$ cat src/rtl/flash_eng_pkg.sv
package flash_eng_pkg;
  typedef enum logic [1:0] {PH_IDLE, PH_SETUP, PH_STROBE, PH_HOLD} bus_phase_e;
  typedef enum logic [1:0] {ST_IDLE, ST_ISSUE, ST_WAIT} eng_state_e;
  localparam logic [15:0] UNLK_ADDR_A = 16'h5555;
  localparam logic [15:0] UNLK_ADDR_B = 16'h2AAA;
  localparam logic [7:0]  UNLK_KEY_A  = 8'hAA;
  localparam logic [7:0]  UNLK_KEY_B  = 8'h55;
  localparam logic [7:0]  CMD_PROG    = 8'hA0;
  localparam logic [7:0]  CMD_SETUP6  = 8'h80;
  localparam logic [7:0]  CMD_ERASE   = 8'h10;
  localparam logic [7:0]  CMD_LOCK    = 8'h40;
endpackage

$ cat src/rtl/flash_cmd_seq.sv
module flash_cmd_seq
  import flash_eng_pkg::*;
#(
  parameter int ADDR_W = 16,
  parameter int DATA_W = 8
) (
  input  logic [1:0]        op,
  input  logic [2:0]        idx,
  input  logic [ADDR_W-1:0] taddr,
  input  logic [DATA_W-1:0] tdata,
  output logic [ADDR_W-1:0] waddr,
  output logic [DATA_W-1:0] wdata,
  output logic              wlast
);
  logic is_prog;
  logic [2:0] last_idx;

  always_comb begin
    is_prog  = (op == 2'b00);
    last_idx = is_prog ? 3'd3 : 3'd5;
    wlast    = (idx == last_idx);
    waddr    = ADDR_W'(UNLK_ADDR_A);
    wdata    = DATA_W'(UNLK_KEY_A);
    case (idx)
      3'd1, 3'd4: begin
        waddr = ADDR_W'(UNLK_ADDR_B);
        wdata = DATA_W'(UNLK_KEY_B);
      end
      3'd2: wdata = is_prog ? DATA_W'(CMD_PROG) : DATA_W'(CMD_SETUP6);
      3'd3: if (is_prog) begin
        waddr = taddr;
        wdata = tdata;
      end
      3'd5: wdata = op[1] ? DATA_W'(CMD_LOCK) : DATA_W'(CMD_ERASE);
      default: ;
    endcase
  end
endmodule

$ cat src/rtl/flash_bus_cycle.sv
module flash_bus_cycle
  import flash_eng_pkg::*;
#(
  parameter int ADDR_W     = 16,
  parameter int DATA_W     = 8,
  parameter int SETUP_CLK  = 2,
  parameter int STROBE_CLK = 3,
  parameter int HOLD_CLK   = 1
) (
  input  logic              clk,
  input  logic              rst,
  input  logic              start,
  input  logic              is_wr,
  input  logic [ADDR_W-1:0] addr,
  input  logic [DATA_W-1:0] wdata,
  input  logic [DATA_W-1:0] bus_din,
  output logic [ADDR_W-1:0] bus_addr,
  output logic [DATA_W-1:0] bus_dout,
  output logic              bus_dq_oe,
  output logic              ce_n,
  output logic              oe_n,
  output logic              we_n,
  output logic [DATA_W-1:0] rdata,
  output logic              cyc_done
);
  localparam int MAX_A = (SETUP_CLK > STROBE_CLK) ? SETUP_CLK : STROBE_CLK;
  localparam int MAX_C = (MAX_A > HOLD_CLK) ? MAX_A : HOLD_CLK;
  localparam int CNT_W = $clog2(MAX_C + 1);

  bus_phase_e       ph;
  logic [CNT_W-1:0] cnt;
  logic             wr_q;

  always_ff @(posedge clk) begin
    if (rst) begin
      ph        <= PH_IDLE;
      cnt       <= '0;
      wr_q      <= 1'b0;
      bus_addr  <= '0;
      bus_dout  <= '0;
      bus_dq_oe <= 1'b0;
      ce_n      <= 1'b1;
      oe_n      <= 1'b1;
      we_n      <= 1'b1;
      rdata     <= '0;
      cyc_done  <= 1'b0;
    end else begin
      cyc_done <= 1'b0;
      case (ph)
        PH_IDLE: if (start) begin
          ph        <= PH_SETUP;
          cnt       <= CNT_W'(SETUP_CLK - 1);
          wr_q      <= is_wr;
          bus_addr  <= addr;
          bus_dout  <= wdata;
          bus_dq_oe <= is_wr;
        end
        PH_SETUP: if (cnt == '0) begin
          ph   <= PH_STROBE;
          cnt  <= CNT_W'(STROBE_CLK - 1);
          ce_n <= 1'b0;
          we_n <= ~wr_q;
          oe_n <= wr_q;
        end else cnt <= cnt - 1'b1;
        PH_STROBE: if (cnt == '0) begin
          ph    <= PH_HOLD;
          cnt   <= CNT_W'(HOLD_CLK - 1);
          rdata <= bus_din;
          ce_n  <= 1'b1;
          oe_n  <= 1'b1;
          we_n  <= 1'b1;
        end else cnt <= cnt - 1'b1;
        PH_HOLD: if (cnt == '0) begin
          ph        <= PH_IDLE;
          bus_dq_oe <= 1'b0;
          cyc_done  <= 1'b1;
        end else cnt <= cnt - 1'b1;
        default: ph <= PH_IDLE;
      endcase
    end
  end
endmodule

$ cat src/rtl/flash_prog_engine.sv
module flash_prog_engine
  import flash_eng_pkg::*;
#(
  parameter int ADDR_W     = 16,
  parameter int DATA_W     = 8,
  parameter int SETUP_CLK  = 2,
  parameter int STROBE_CLK = 3,
  parameter int HOLD_CLK   = 1,
  parameter int POLL_MAX   = 4096
) (
  input  logic              clk,
  input  logic              rst,
  input  logic              req_valid,
  output logic              req_ready,
  input  logic [1:0]        req_op,
  input  logic [ADDR_W-1:0] req_addr,
  input  logic [DATA_W-1:0] req_data,
  output logic              done,
  output logic              err_timeout,
  output logic              err_verify,
  output logic [ADDR_W-1:0] flash_addr,
  output logic [DATA_W-1:0] flash_dout,
  input  logic [DATA_W-1:0] flash_din,
  output logic              flash_dq_oe,
  output logic              flash_ce_n,
  output logic              flash_oe_n,
  output logic              flash_we_n
);
  localparam int PCNT_W   = $clog2(POLL_MAX + 1);
  localparam int POLL_BIT = DATA_W - 1;
  localparam int TOG_BIT  = DATA_W - 2;

  eng_state_e        st;
  logic [1:0]        op_q;
  logic [ADDR_W-1:0] addr_q;
  logic [DATA_W-1:0] data_q;
  logic [2:0]        idx_q;
  logic              polling, have_prev, prev_tog;
  logic [PCNT_W-1:0] poll_cnt;
  logic              cyc_start, cyc_wr, cyc_done;
  logic [ADDR_W-1:0] cyc_addr, seq_addr;
  logic [DATA_W-1:0] cyc_wdata, seq_data, rdata;
  logic              seq_last, poll_hit;

  flash_cmd_seq #(.ADDR_W(ADDR_W), .DATA_W(DATA_W)) u_seq (
    .op(op_q), .idx(idx_q), .taddr(addr_q), .tdata(data_q),
    .waddr(seq_addr), .wdata(seq_data), .wlast(seq_last)
  );

  flash_bus_cycle #(
    .ADDR_W(ADDR_W), .DATA_W(DATA_W), .SETUP_CLK(SETUP_CLK),
    .STROBE_CLK(STROBE_CLK), .HOLD_CLK(HOLD_CLK)
  ) u_cyc (
    .clk(clk), .rst(rst), .start(cyc_start), .is_wr(cyc_wr),
    .addr(cyc_addr), .wdata(cyc_wdata), .bus_din(flash_din),
    .bus_addr(flash_addr), .bus_dout(flash_dout), .bus_dq_oe(flash_dq_oe),
    .ce_n(flash_ce_n), .oe_n(flash_oe_n), .we_n(flash_we_n),
    .rdata(rdata), .cyc_done(cyc_done)
  );

  always_comb begin
    if (op_q == 2'b00) poll_hit = (rdata[POLL_BIT] == data_q[POLL_BIT]);
    else               poll_hit = have_prev && (rdata[TOG_BIT] == prev_tog);
  end

  always_ff @(posedge clk) begin
    if (rst) begin
      st          <= ST_IDLE;
      req_ready   <= 1'b1;
      done        <= 1'b0;
      err_timeout <= 1'b0;
      err_verify  <= 1'b0;
      op_q        <= '0;
      addr_q      <= '0;
      data_q      <= '0;
      idx_q       <= '0;
      polling     <= 1'b0;
      have_prev   <= 1'b0;
      prev_tog    <= 1'b0;
      poll_cnt    <= '0;
      cyc_start   <= 1'b0;
      cyc_wr      <= 1'b0;
      cyc_addr    <= '0;
      cyc_wdata   <= '0;
    end else begin
      done      <= 1'b0;
      cyc_start <= 1'b0;
      case (st)
        ST_IDLE: if (req_valid && req_ready) begin
          op_q        <= req_op;
          addr_q      <= req_addr;
          data_q      <= req_data;
          idx_q       <= '0;
          polling     <= 1'b0;
          req_ready   <= 1'b0;
          err_timeout <= 1'b0;
          err_verify  <= 1'b0;
          st          <= ST_ISSUE;
        end
        ST_ISSUE: begin
          cyc_start <= 1'b1;
          cyc_wr    <= ~polling;
          cyc_addr  <= polling ? addr_q : seq_addr;
          cyc_wdata <= seq_data;
          st        <= ST_WAIT;
        end
        ST_WAIT: if (cyc_done) begin
          if (!polling) begin
            if (seq_last) begin
              polling   <= 1'b1;
              have_prev <= 1'b0;
              poll_cnt  <= '0;
            end else begin
              idx_q <= idx_q + 1'b1;
            end
            st <= ST_ISSUE;
          end else if (poll_hit) begin
            done       <= 1'b1;
            req_ready  <= 1'b1;
            err_verify <= (op_q == 2'b00) && (rdata != data_q);
            st         <= ST_IDLE;
          end else if (poll_cnt == PCNT_W'(POLL_MAX - 1)) begin
            done        <= 1'b1;
            req_ready   <= 1'b1;
            err_timeout <= 1'b1;
            st          <= ST_IDLE;
          end else begin
            poll_cnt  <= poll_cnt + 1'b1;
            prev_tog  <= rdata[TOG_BIT];
            have_prev <= 1'b1;
            st        <= ST_ISSUE;
          end
        end
        default: st <= ST_IDLE;
      endcase
    end
  end
endmodule

$ cat config.mk
export PLATFORM = sky130hd
export DESIGN_NAME = flash_prog_engine
export DESIGN_NICKNAME = d
export VERILOG_FILES = /design/src/rtl/flash_eng_pkg.sv /design/src/rtl/flash_cmd_seq.sv /design/src/rtl/flash_bus_cycle.sv /design/src/rtl/flash_prog_engine.sv
export SDC_FILE = /design/constraint.sdc
export NUM_CORES = 1
export LEC_CHECK = 0
export ABC_AREA = 1
export BUFFER_PORTS_ARGS = -buffer_cell sky130_fd_sc_hd__clkbuf_2
export CORE_UTILIZATION = 43
export CTS_CLUSTER_SIZE = 24
export DETAILED_ROUTE_END_ITERATION = 8
export GPL_ROUTABILITY_DRIVEN = 1
export PLACE_DENSITY = 0.65
export SLEW_MARGIN = 20
export SYNTH_ARGS = -nofsm -noshare
export SYNTH_HDL_FRONTEND = slang
export SYNTH_HIERARCHICAL = 1
export SYNTH_SLANG_ARGS = --single-unit
export TNS_END_PERCENT = 100
$ cat constraint.sdc
create_clock -name clk -period 2.1 [get_ports clk]
set_clock_uncertainty 0.1 [all_clocks]
set_input_delay 0.21 -clock clk [delete_from_list [all_inputs] [get_ports clk]]
set_output_delay 0.21 -clock clk [all_outputs]
set_load 0.02 [all_outputs]
==> summary.log, run 1 <==
qor: floorplan.floorplan.die_area 13100 sq um
qor: floorplan.top_level_ports 69
qor: cts.cts_buffer_depth 2
qor: synth.syn_avg_cell_area 7.06 sq um
qor: final_layout.post-route-util 56.5%
qor: synth.cell_variety_after_synth 34
qor: setup_path.critical_path.cell_chain nand2_1 > nor2_2 > nand2_1 > o21ai_1 > nor2_1 > nor2_1 > nand3_4 > o21ai_0 > nor2_1
qor: final_layout.nFillCells 1144
qor: pwr.peakVddDrop 0.000591 V
qor: synth.ys_seq_area_share 43.8%
qor: pwr.leakage 2.92 nW
qor: final_layout.drive_gt1_share 16.8%
qor: timing.final_max_slew_viol_count 0
qor: timing.rsz0062_at_grt no
qor: detailed_routing.drt_first_pass_iters 5
qor: synth.yosys-top-cells-area dfxtp_1 44%, nor2_1 12%, o21ai_0 11%, nand2_1 8.3%, a21oi_1 5.3%
qor: timing.timing_hold_violations_final 0
qor: cts.cts.root.buffer_cell clkbuf_16
qor: floorplan.initial_core_util 44.7%
qor: setup_path.worstPathBufferInverterCount 0
qor: pwr.power.density 1120 nW/um^2
qor: setup_path.largest_stage_delay_worst_path 0.46 ns
qor: cts.post_cts_buffers 0
qor: cts.cts-htree-levels 4
qor: setup_path.r2r-end poll_cnt[0]
qor: global_route.initial_antenna_violation_count 0
qor: detailed_routing.postRouteWirelength 13700 microns
qor: placed_design.place_hpwl 9350 microns
qor: placed_design.gpl.final_weighted_congestion 0.848
qor: final_layout.syn2layout_area_growth 26.4%
qor: cts.cts.reportedPaths.clkPinSlew 0.05 ns
qor: final_layout.antenna_cells_inserted 0
qor: detailed_routing.detailed_router_s_first_iteration_violation_count 308
qor: outcome.outcome finished, final reports clean
qor: global_route.grt_use_total 22.5%
qor: cts.cts_sink_count 119
qor: setup_path.kind_of_start_point_of_the_critical_path flip-flop
qor: setup_path.reg2reg_start idx_q[0]
qor: timing.totalNegativeSetupSlack 0 ns
qor: worst_hold_path.worstHoldPathType in -> reg
qor: setup_path.crit_family simple AND/OR/NAND/NOR gates
qor: final_layout.layout.nets 915
qor: setup_path.crit_slowest_cell dfxtp_1
qor: global_route.largest_net_degree_at_the_start_of_global_routing 40
qor: cts.tritoncts done
qor: timing.highest_achievable_clock_rate 556 MHz
qor: run.number_of_max_cap_violations 0
qor: synth.synthDominantCellAreaShare 43.8%
qor: cts.numCtsBuffers 17
qor: floorplan.floorplan.rows 40
qor: worst_hold_path.hold_start req_addr[15]
qor: synth.yosys.area.top_type dfxtp_1
qor: setup_path.cp.required 2.31 ns
qor: detailed_routing.routed_wire_length_per_instance 13.1 microns
qor: cts.worst_skew_pair.late_latency 0.42 ns
qor: setup_path.crit_path_frequent_cell nor2_1
qor: synth.ys.warnings.count 6
qor: placed_design.port-buffer-count 68
qor: synth.netlist_area 5440 sq um
qor: detailed_routing.drc 0
qor: detailed_routing.num_vias 5329
qor: timing.tightestPinTransition 0.508 ns
qor: floorplan.floorplan.core_area 12200 sq um
qor: setup_path.critical_path_arrival 2.01 ns
qor: timing.final.hold.worst_slack 0.0265 ns
qor: setup_path.critical_path_peak_fanout 14
qor: global_route.number_of_global_route_vias_before_repair 4904
qor: synth.postSynthCellCount 770
qor: floorplan.die_h 114 microns
qor: timing.period_share 85.6%
qor: detailed_routing.avgViaCountPerCell 5.08
qor: worst_hold_path.worstHoldPathCells 3
qor: synth.ffs_latches_synth 119
qor: timing.timing.max_slew.rel_slack 66.1%
qor: setup_path.timing_worst_setup_path_type reg -> reg
qor: setup_path.r2r_cells 9
qor: global_route.grt_first_pass_wirelength 23200 microns
qor: global_route.global_route.overflow_total 0
qor: setup_path.crit_path_end_kind flip-flop
qor: setup_path.r2r_slack 0.30 ns
qor: timing.endpoints_failing_setup 0
qor: detailed_routing.drtAntennaViolNets 0
qor: timing.min_period 1.80 ns
qor: floorplan.die_width 114 microns
qor: worst_hold_path.hold_path_end addr_q[15]
qor: synth.mappedNetlistNets 818
==> synth_stat cells (all sizes together) <==
cell and number:
nor2 181, nand2 129, dfxtp 119, o21ai 118, a21oi 60, inv 51
nand3 31, clkbuf 21, buf 13, ha 11, nand4 9, nor3 6
xnor2 6, xor2 4, nand3b 3, clkinv 2, a211oi 1, a31o 1
and3 1, o21bai 1, o22ai 1, or2 1
==> stage by stage <==
stage	area (sq um)	setup WS, ns	total power [mW]	instances
6_report	6870	0.303	7.66	1048
5_1_grt	6870	0.0415	8.09	1048
4_1_cts	6870	0.196	7.69	1048
3_5_place_dp	5910	0.200	4.53	984
3_3_place_gp	5910	0.273	4.48	984
2_1_floorplan	5440	0.468	4.07	770
==> final cells by class <==
| cell class | count | area, sq um | share of cell area, % |
|---|---|---|---|
| Multi-Input combinational cell | 564 | 2690 | 39.2 |
| Sequential cell | 119 | 2380 | 34.7 |
| Timing Repair Buffer | 112 | 751 | 10.9 |
| Clock buffer | 18 | 439 | 6.39 |
| Tap cell | 168 | 210 | 3.06 |
| Inverter | 53 | 200 | 2.91 |
| Clock inverter | 14 | 198 | 2.88 |
==> worst register-to-register path: cells and delay by family (launching register included) <==
| family | cells | cell delay (ns) |
|---|---|---|
| DFF | 1 | 0.46 |
| AOI/OAI and AO/OA | 2 | 0.31 |
| and+or+nand+nor | 7 | 0.83 |
==> layout by cell type (no fill, tap or decap), types with 6 or more instances in the layout <==
cell,synthesis,final
o21ai_0,117,116
clkbuf_16,0,17
nor3_1,6,6
inv_1,42,42
nand4_1,9,9
nand2_2,9,9
xnor2_1,6,6
a21oi_1,58,58
ha_1,11,11
nand3_1,26,26
dlygate4sd3_1,0,32
dfxtp_1,119,119
nand2_1,120,120
clkbuf_2,1,68
inv_2,9,9
nor2_1,173,173
buf_4,2,12
==> flip-flops by register name (all words and copies together), names as in the netlist, 2 cells and up <==
| signal | flops |
|---|---|
| idx_q | 3 |
| poll_cnt | 13 |
| st | 2 |
| cyc_addr | 16 |
| u_cyc/cnt | 2 |
| u_cyc/rdata | 8 |
| u_cyc/ph | 2 |
| u_cyc/bus_addr | 16 |
| data_q | 8 |
| cyc_wdata | 8 |
| u_cyc/bus_dout | 8 |
| addr_q | 16 |
| op_q | 2 |
==> how the worst max path moves through the flow <==
stage	to	slack (ns)	cells after the start	start
after floorplan	poll_cnt[12]	0.47	10	op_q[0]
after global placement	poll_cnt[0]	0.27	9	op_q[1]
after detailed placement	poll_cnt[0]	0.20	7	idx_q[2]
after CTS	poll_cnt[0]	0.20	7	idx_q[2]
after global routing	poll_cnt[0]	0.04	9	op_q[1]
final	poll_cnt[0]	0.30	9	idx_q[0]
==> metal layers <==
metal | share of wire, % | vias to the layer above | track usage [%]
met5 | 0 | - | 0
met4 | 1.8 | 0 | 9.26
met3 | 5.7 | 20 | 4.50
met2 | 44 | 183 | 34.8
met1 | 49 | 2430 | 30.6
li1 | - | 2696 | -
==> kinds of logic after synthesis <==
logic type                 share of synthesized area (%)
adders and majority gates                           2.53
xor gates and xnor gates                            1.61
AOI/OAI and AO/OA                                   17.1
and+or+nand+nor                                     28.2
buffers and inverters                               6.79
DFF                                                 43.8
==> power by group <==
group / total [mW] / internal, mW / switching [mW] / leakage [nW]
sequential: 2.83 / 2.58 / 0.256 / 0.973
clock: 3.10 / 2.03 / 1.07 / 0.307
combinational: 1.73 / 0.630 / 1.10 / 1.64
==> repair_timing <==
action,in CTS,in global routing
hold endpoints to repair,32,0
gates resized for setup,0,2
setup endpoints to repair,0,13
hold buffers,32,0
(Power assumes the default switching activity.)
==> run 2, diff against run 1 <==
--- a/config.mk
+++ b/config.mk
@@ -8,6 +8,7 @@
 export ABC_AREA = 1
 export BUFFER_PORTS_ARGS = -buffer_cell sky130_fd_sc_hd__clkbuf_2
 export CORE_UTILIZATION = 43
+export CTS_BUF_LIST = sky130_fd_sc_hd__clkbuf_2
 export CTS_CLUSTER_SIZE = 24
 export DETAILED_ROUTE_END_ITERATION = 8
 export GPL_ROUTABILITY_DRIVEN = 1
==> run 2 against run 1 <==
Global-route usage fell by 0.35 points. Routed wire length fell by 1.2%. Maximum frequency fell by 4.1%. Final cell count rose by 0.48%.
==> summary.log, run 2 (same netlist as run 1, synthesis figures left out) <==
qor: detailed_routing.drc 0 [unchanged]
qor: placed_design.placedInstanceArea 5910 sq um [unchanged]
qor: detailed_routing.postRouteWirelength 13500 microns [-1.2%]
qor: pwr.power.density 954 nW/um^2 [-14%]
qor: final_layout.regs_by_ff_count addr_q x16, cyc_addr x16, u_cyc/bus_addr x16
qor: setup_path.worstPathBufferInverterCount 3 [+3]
qor: placed_design.port-buffer-count 68 [unchanged]
qor: global_route.largest_net_degree_at_the_start_of_global_routing 40 [unchanged]
qor: placed_design.gpl.final_weighted_congestion 0.848 [unchanged]
qor: pwr.power.share.sequential 45.1% [+8.2 points]
qor: timing.final_max_slew_viol_count 0 [unchanged]
qor: cts.cts_sink_count 119 [unchanged]
qor: timing.totalNegativeSetupSlack 0 ns [unchanged]
qor: pwr.leakage 2.80 nW [-4.1%]
qor: timing.tightestPinTransition 0.523 ns [+0.0156 ns]
qor: timing.timing.max_slew.rel_slack 65.1% [-1.0 points]
qor: global_route.grt_util_met3 4.39% [-0.11 points]
qor: pwr.internal_power 4.00 mW [-23%]
qor: global_route.grtUsageMet1 31.0% [+0.41 points]
qor: setup_path.crit_path_end_kind flip-flop
qor: pwr.peakVddDrop 0.000493 V [-16%]
qor: timing.timing_hold_violations_final 0 [unchanged]
qor: detailed_routing.routed_wire_length_per_instance 12.8 microns [-1.7%]
qor: detailed_routing.drtAntennaViolNets 0 [unchanged]
qor: setup_path.critical_path.cell_chain inv_2 > nand4_1 > buf_4 > o21ai_0 > a21oi_1 > dlygate4sd3_1
qor: setup_path.cp.required 2.59 ns [+0.28 ns]
qor: floorplan.floorplan.die_area 13100 sq um [unchanged]
qor: timing.rsz0062_at_grt no
qor: final_layout.final_cell_area 6580 sq um [-4.3%]
qor: global_route.grt.busiest_layer met2
qor: floorplan.top_level_ports 69 [unchanged]
qor: global_route.initial_antenna_violation_count 0 [unchanged]
qor: pwr.swShare 36.2% [+4.4 points]
qor: global_route.global_route.overflow_total 0 [unchanged]
qor: global_route.number_of_global_route_vias_before_repair 4855 [-1.0%]
qor: cts.numCtsBuffers 17 [unchanged]
qor: setup_path.kind_of_start_point_of_the_critical_path flip-flop
qor: final_layout.layout.cells.most_common_list 173 x nor2_1, 120 x nand2_1, 117 x o21ai_0, 117 x dfxtp_1, 85 x clkbuf_2
qor: setup_path.largest_stage_delay_worst_path 0.55 ns [+0.09 ns]
qor: pwr.share_clk_of_total_power 27.3% [-13 points]
qor: setup_path.critical_path_peak_fanout 29 [+15]
qor: detailed_routing.avgViaCountPerCell 5.01 [-1.6%]
qor: cts.cts_buffer_depth 2 [unchanged]
qor: floorplan.initial_core_util 44.7% [unchanged]
qor: cts.cts.reportedPaths.clkPinSlew 0.18 ns [+0.13 ns]
qor: global_route.grt_first_pass_wirelength 22800 microns [-1.6%]
qor: final_layout.drive_gt1_share 16.8% [+0.018 points]
qor: cts.cts.root.buffer_cell clkbuf_2
qor: worst_hold_path.worstHoldPathType in -> reg
qor: cts.tritoncts done
qor: final_layout.antenna_cells_inserted 0 [unchanged]
qor: cts.cts-htree-levels 4 [unchanged]
qor: outcome.outcome finished, final reports clean
qor: floorplan.die_width 114 microns [unchanged]
qor: detailed_routing.detailed_router_s_first_iteration_violation_count 382 [+24%]
qor: floorplan.floorplan.core_area 12200 sq um [unchanged]
qor: timing.highest_achievable_clock_rate 534 MHz [-4.1%]
qor: timing.endpoints_failing_setup 0 [unchanged]
qor: detailed_routing.num_vias 5271 [-1.1%]
qor: detailed_routing.drt_first_pass_iters 7 [+2]
qor: setup_path.timing_worst_setup_path_type reg -> reg
qor: pwr.p_sw 2.27 mW [-6.7%]
qor: pwr.comb_power_share 27.6% [+5.0 points]
qor: setup_path.crit_family buffers and inverters
qor: final_layout.syn2layout_area_growth 20.9%
qor: setup_path.critical_path_arrival 2.37 ns [+0.36 ns]
qor: placed_design.place_hpwl 9350 microns [unchanged]
qor: global_route.grt.met2_usage 32.6% [-2.2 points]
qor: run.number_of_max_cap_violations 0 [unchanged]
qor: final_layout.layout.cells.most_common nor2_1
qor: cts.worst_skew_pair.late_latency 0.70 ns [+0.28 ns]
qor: timing.period_share 89.2% [+3.6 points]
qor: global_route.grt_use_total 22.1% [-0.35 points]
qor: timing.min_period 1.87 ns [+0.0766 ns]
qor: floorplan.die_h 114 microns [unchanged]
qor: setup_path.crit_slowest_cell dlygate4sd3_1
qor: floorplan.floorplan.rows 40 [unchanged]
qor: final_layout.layout.nets 920 [+0.55%]
[run 2: changes by cell type in the layout (fill, tap and decap cells not counted), moves of 2 or more]
| cell | before | now |
|---|---|---|
| clkbuf_2 | 68 | 85 |
| dfxtp_2 | 0 | 2 |
| dfxtp_1 | 119 | 117 |
| clkbuf_16 | 17 | 0 |
| dlygate4sd3_1 | 32 | 37 |
[run 2: worst reg2reg max path, stage by stage (launching register included)]
cell and delay [ns]:
dfxtp_1 0.37, inv_2 0.11, nand4_1 0.14, buf_4 0.25, o21ai_0 0.22, a21oi_1 0.05
dlygate4sd3_1 0.55
[run 2: what timing repair did]
item | in CTS | in global routing
resized for setup | 0 | 3
setup endpoints to repair | 0 | 14
hold buffers | 37 | 0
hold endpoints to repair | 56 | 0
setup buffers | 0 | 0
[run 2: through the flow]
step	total power, mW	instances	hold slack, ns	utilization (%)	setup slack (ns)
2_1_floorplan	4.07	770	0.179	-	0.468
3_3_place_gp	4.48	984	0.349	48.6	0.273
3_5_place_dp	4.53	984	0.356	48.6	0.200
4_1_cts	6.30	1053	0.131	54.0	0.178
5_1_grt	6.71	1053	0.167	54.1	0.00631
6_report	6.27	1053	0.208	54.1	0.226
[run 2: worst paths after layout]
check / start / to / slack (ns) / cells past startpoint
setup / recovery: st[1] / data_q[7] / 0.23 / 6
hold / removal: flash_din[6] / u_cyc/rdata[6] / 0.21 / 4
setup reg to reg: st[1] / data_q[7] / 0.23 / 6
hold reg to reg: u_cyc/wr_q / u_cyc/wr_q / 0.38 / 2
[run 2: power groups by stage]
stage / clock [mW] / sequential [mW] / combinational [mW]
2_1_floorplan: 0 / 2.90 / 1.17
4_1_cts: 1.75 / 2.82 / 1.72
5_1_grt: 1.86 / 2.87 / 1.97
3_3_place_gp: 0 / 2.86 / 1.62
3_5_place_dp: 0 / 2.87 / 1.65
6_report: 1.71 / 2.83 / 1.73
[run 2: routing by layer]
| metal | routed length (microns) | vias to the layer above |
|---|---|---|
| met5 | 0 | - |
| met4 | 246 | 0 |
| met3 | 633 | 23 |
| met2 | 5840 | 154 |
| met1 | 6800 | 2389 |
| li1 | - | 2705 |
[run 2: layout make-up]
cell class,count,area (sq um)
Fill cell,1206,5590
Multi-Input combinational cell,564,2690
Sequential cell,119,2380
Timing Repair Buffer,117,801
Tap cell,168,210
Clock inverter,15,201
Inverter,53,200
Clock buffer,17,85.1
==> run 3, diff against run 2 <==
==> constraint.sdc (replaced) <==
create_clock -name clk -period 2.2 [get_ports clk]
set_clock_uncertainty 0.1 [all_clocks]
set_input_delay 0.22 -clock clk [delete_from_list [all_inputs] [get_ports clk]]
set_output_delay 0.22 -clock clk [all_outputs]
set_load 0.02 [all_outputs]
==> run 3 against run 2 <==
Combinational power is 5% lower. Die area is the same. Total power shrank 10%. Routed wire length fell by 0.80%. Design area shrank 1.1%. Final cell count unchanged. Register-to-register slack lost 0.02 ns. Worst hold slack worse by 0.0039 ns. Sequential cell count unchanged. Clock power shrank 25%. Via count shrank 0.63%. Largest cell class unchanged.
==> summary.log, run 3 (same netlist as run 1, synthesis figures left out) <==
qor: outcome.outcome finished, final reports clean
qor: setup_path.critical_path_arrival 2.55 ns [+0.18 ns]
qor: floorplan.die_width 114 microns [unchanged]
qor: timing.timing_hold_violations_final 0 [unchanged]
qor: final_layout.final_cell_area 6500 sq um [-1.1%]
qor: cts.worst_skew_pair.late_latency 0.70 ns [about the same]
qor: placed_design.port-buffer-count 68 [unchanged]
qor: timing.timing.max_slew.rel_slack 65.8% [+0.77 points]
qor: setup_path.crit_family buffers and inverters
qor: setup_path.critical_path_peak_fanout 7 [-76%]
qor: placed_design.place_hpwl 9160 microns [-2.1%]
qor: timing.period_share 90.6% [+1.4 points]
qor: pwr.share_clk_of_total_power 22.8% [-4.5 points]
qor: detailed_routing.detailed_router_s_first_iteration_violation_count 406 [+6.3%]
qor: final_layout.layout.nets 920 [unchanged]
qor: pwr.report.power.total 5.63 mW [-10%]
qor: floorplan.top_level_ports 69 [unchanged]
qor: final_layout.regs_by_ff_count addr_q x16, cyc_addr x16, u_cyc/bus_addr x16
qor: placed_design.placedInstanceArea 5910 sq um [unchanged]
qor: worst_hold_path.worstHoldPathType in -> reg
qor: detailed_routing.routed_wire_length_per_instance 12.7 microns [-0.80%]
qor: timing.endpoints_failing_setup 0 [unchanged]
qor: placed_design.dp_worst_setup_slack 0.303 ns [+0.102 ns]
qor: timing.totalNegativeSetupSlack 0 ns [unchanged]
qor: timing.final_max_slew_viol_count 0 [unchanged]
qor: setup_path.timing_worst_setup_path_type reg -> reg
qor: cts.cts-htree-levels 4 [unchanged]
qor: cts.cts.reportedPaths.clkPinSlew 0.21 ns [+0.03 ns]
qor: final_layout.syn2layout_area_growth 19.6%
qor: timing.min_period 1.99 ns [+0.120 ns]
qor: floorplan.initial_core_util 44.7% [unchanged]
qor: setup_path.crit_path_end_kind flip-flop
qor: cts.cts_sink_count 119 [unchanged]
qor: pwr.swShare 38.2% [+2.0 points]
qor: setup_path.critical_path.cell_chain inv_1 > nand2_1 > o21ai_1 > o21ai_1 > nand2_1 > inv_1 > nand3_1 > a21oi_1 > dlygate4sd3_1
qor: global_route.grt_first_pass_wirelength 22700 microns [-0.36%]
qor: final_layout.antenna_cells_inserted 0 [unchanged]
qor: setup_path.largest_stage_delay_worst_path 0.56 ns [about the same]
qor: global_route.global_route.overflow_total 0 [unchanged]
qor: cts.post_cts_buffers 0 [unchanged]
qor: cts.numCtsBuffers 17 [unchanged]
qor: global_route.number_of_global_route_vias_before_repair 4836 [-0.39%]
qor: pwr.leakage 2.76 nW [-1.3%]
qor: pwr.comb_power_share 29.3% [+1.7 points]
qor: detailed_routing.num_vias 5238 [-0.63%]
qor: pwr.power.share.sequential 48.0% [+2.9 points]
qor: placed_design.gpl.final_weighted_congestion 0.840 [-0.91%]
qor: global_route.largest_net_degree_at_the_start_of_global_routing 40 [unchanged]
qor: detailed_routing.postRouteWirelength 13400 microns [-0.80%]
qor: pwr.power.density 865 nW/um^2 [-9.3%]
qor: timing.highest_achievable_clock_rate 502 MHz [-6.0%]
qor: final_layout.layout.cells.most_common nor2_1
qor: floorplan.floorplan.die_area 13100 sq um [unchanged]
qor: setup_path.r2r_cells 9 [+3]
qor: cts.cts.root.buffer_cell clkbuf_2
qor: timing.tightestPinTransition 0.512 ns [-0.0115 ns]
qor: run.number_of_max_cap_violations 0 [unchanged]
qor: worst_hold_path.worstHoldPathCells 4 [unchanged]
qor: pwr.p_sw 2.15 mW [-5.3%]
qor: detailed_routing.drt_first_pass_iters 5 [-2]
qor: pwr.internal_power 3.48 mW [-13%]
qor: floorplan.die_h 114 microns [unchanged]
qor: setup_path.kind_of_start_point_of_the_critical_path flip-flop
qor: setup_path.worstPathBufferInverterCount 3 [unchanged]
qor: pwr.peakVddDrop 0.000463 V [-6.1%]
qor: setup_path.cp.required 2.75 ns [+0.16 ns]
qor: timing.worst_slack 0.206 ns [-0.0198 ns]
qor: detailed_routing.drc 0 [unchanged]
qor: final_layout.layoutNonFillerInstCount 1053 [unchanged]
qor: global_route.initial_antenna_violation_count 0 [unchanged]
qor: cts.tritoncts done
qor: setup_path.crit_slowest_cell dlygate4sd3_1
qor: final_layout.layout.cells.most_common_list 173 x nor2_1, 120 x nand2_1, 115 x o21ai_0
qor: final_layout.drive_gt1_share 17.2% [+0.34 points]
qor: floorplan.floorplan.core_area 12200 sq um [unchanged]
qor: detailed_routing.drtAntennaViolNets 0 [unchanged]
qor: global_route.grt_use_total 22.0% [-0.082 points]
qor: cts.cts_buffer_depth 2 [unchanged]
qor: detailed_routing.avgViaCountPerCell 4.97 [-0.63%]
qor: setup_path.cp.depth 9 [+3]
qor: timing.rsz0062_at_grt no
qor: placed_design.dp_cells 984 [unchanged]
qor: floorplan.floorplan.rows 40 [unchanged]
[run 3: cell count changes in the layout (fill, tap and decap cells not counted)]
cell / change
bufinv_16: -3
clkinvlp_4: +2
nand3_2: +1
clkbuf_2: +1
o21ai_1: +2
dfxtp_1: -3
clkinv_4: +1
o21ai_0: -2
inv_6: -1
dfxtp_2: +2
nand3_4: -1
dfxtp_4: +1
[run 3: routing by layer]
metal / wire (microns) / track usage (%) / up-vias
met3: 742 / 4.87 / 14
li1: - / - / 2706
met2: 5750 / 33.3 / 174
met4: 185 / 7.97 / 0
met1: 6730 / 30.9 / 2344
met5: 0 / 0 / -
[run 3: path summary, 6_finish.rpt]
path	startpoint	to	slack, ns
setup / recovery	idx_q[1]	idx_q[1]	0.21
hold / removal	flash_din[1]	u_cyc/rdata[1]	0.20
setup reg to reg	idx_q[1]	idx_q[1]	0.21
hold reg to reg	have_prev	have_prev	0.38
[run 3: per-stage QoR]
stage	utilization (%)	hold slack, ns
floorplan	-	0.189
global placement	48.6	0.349
detailed placement	48.6	0.357
CTS	53.4	0.134
global route	53.5	0.134
finish	53.5	0.204
[run 3: final cells by class]
type | count | area, sq um
repair buffers | 117 | 801
clock inverters | 14 | 126
clock buffers | 18 | 90.1
flip-flops and latches | 119 | 2390
well taps | 168 | 210
fillers | 1186 | 5660
multi-input cells | 564 | 2690
inverters | 53 | 200
[run 3: power by group through the flow]
stage / clock network [mW] / registers (mW) / logic, mW
3_3_place_gp: 0 / 2.73 / 1.55
5_1_grt: 1.42 / 2.74 / 1.89
2_1_floorplan: 0 / 2.77 / 1.12
4_1_cts: 1.32 / 2.70 / 1.64
6_report: 1.28 / 2.70 / 1.65
3_5_place_dp: 0 / 2.74 / 1.58
[run 3: what timing repair did]
action | 4_1_cts | 5_1_grt
hold endpoints to repair | 53 | 0
resized for setup | 0 | 8
setup endpoints to repair | 0 | 1
hold buffers | 37 | 0
[run 3: worst register-to-register path, delay by kind of cell, from the launching register on]
kind                   cells  cell delay (ns)
AO/OA/AOI/OAI              3             0.39
buffers and inverters      3             0.76
flip-flops                 1             0.42
AND/OR/NAND/NOR            3             0.28
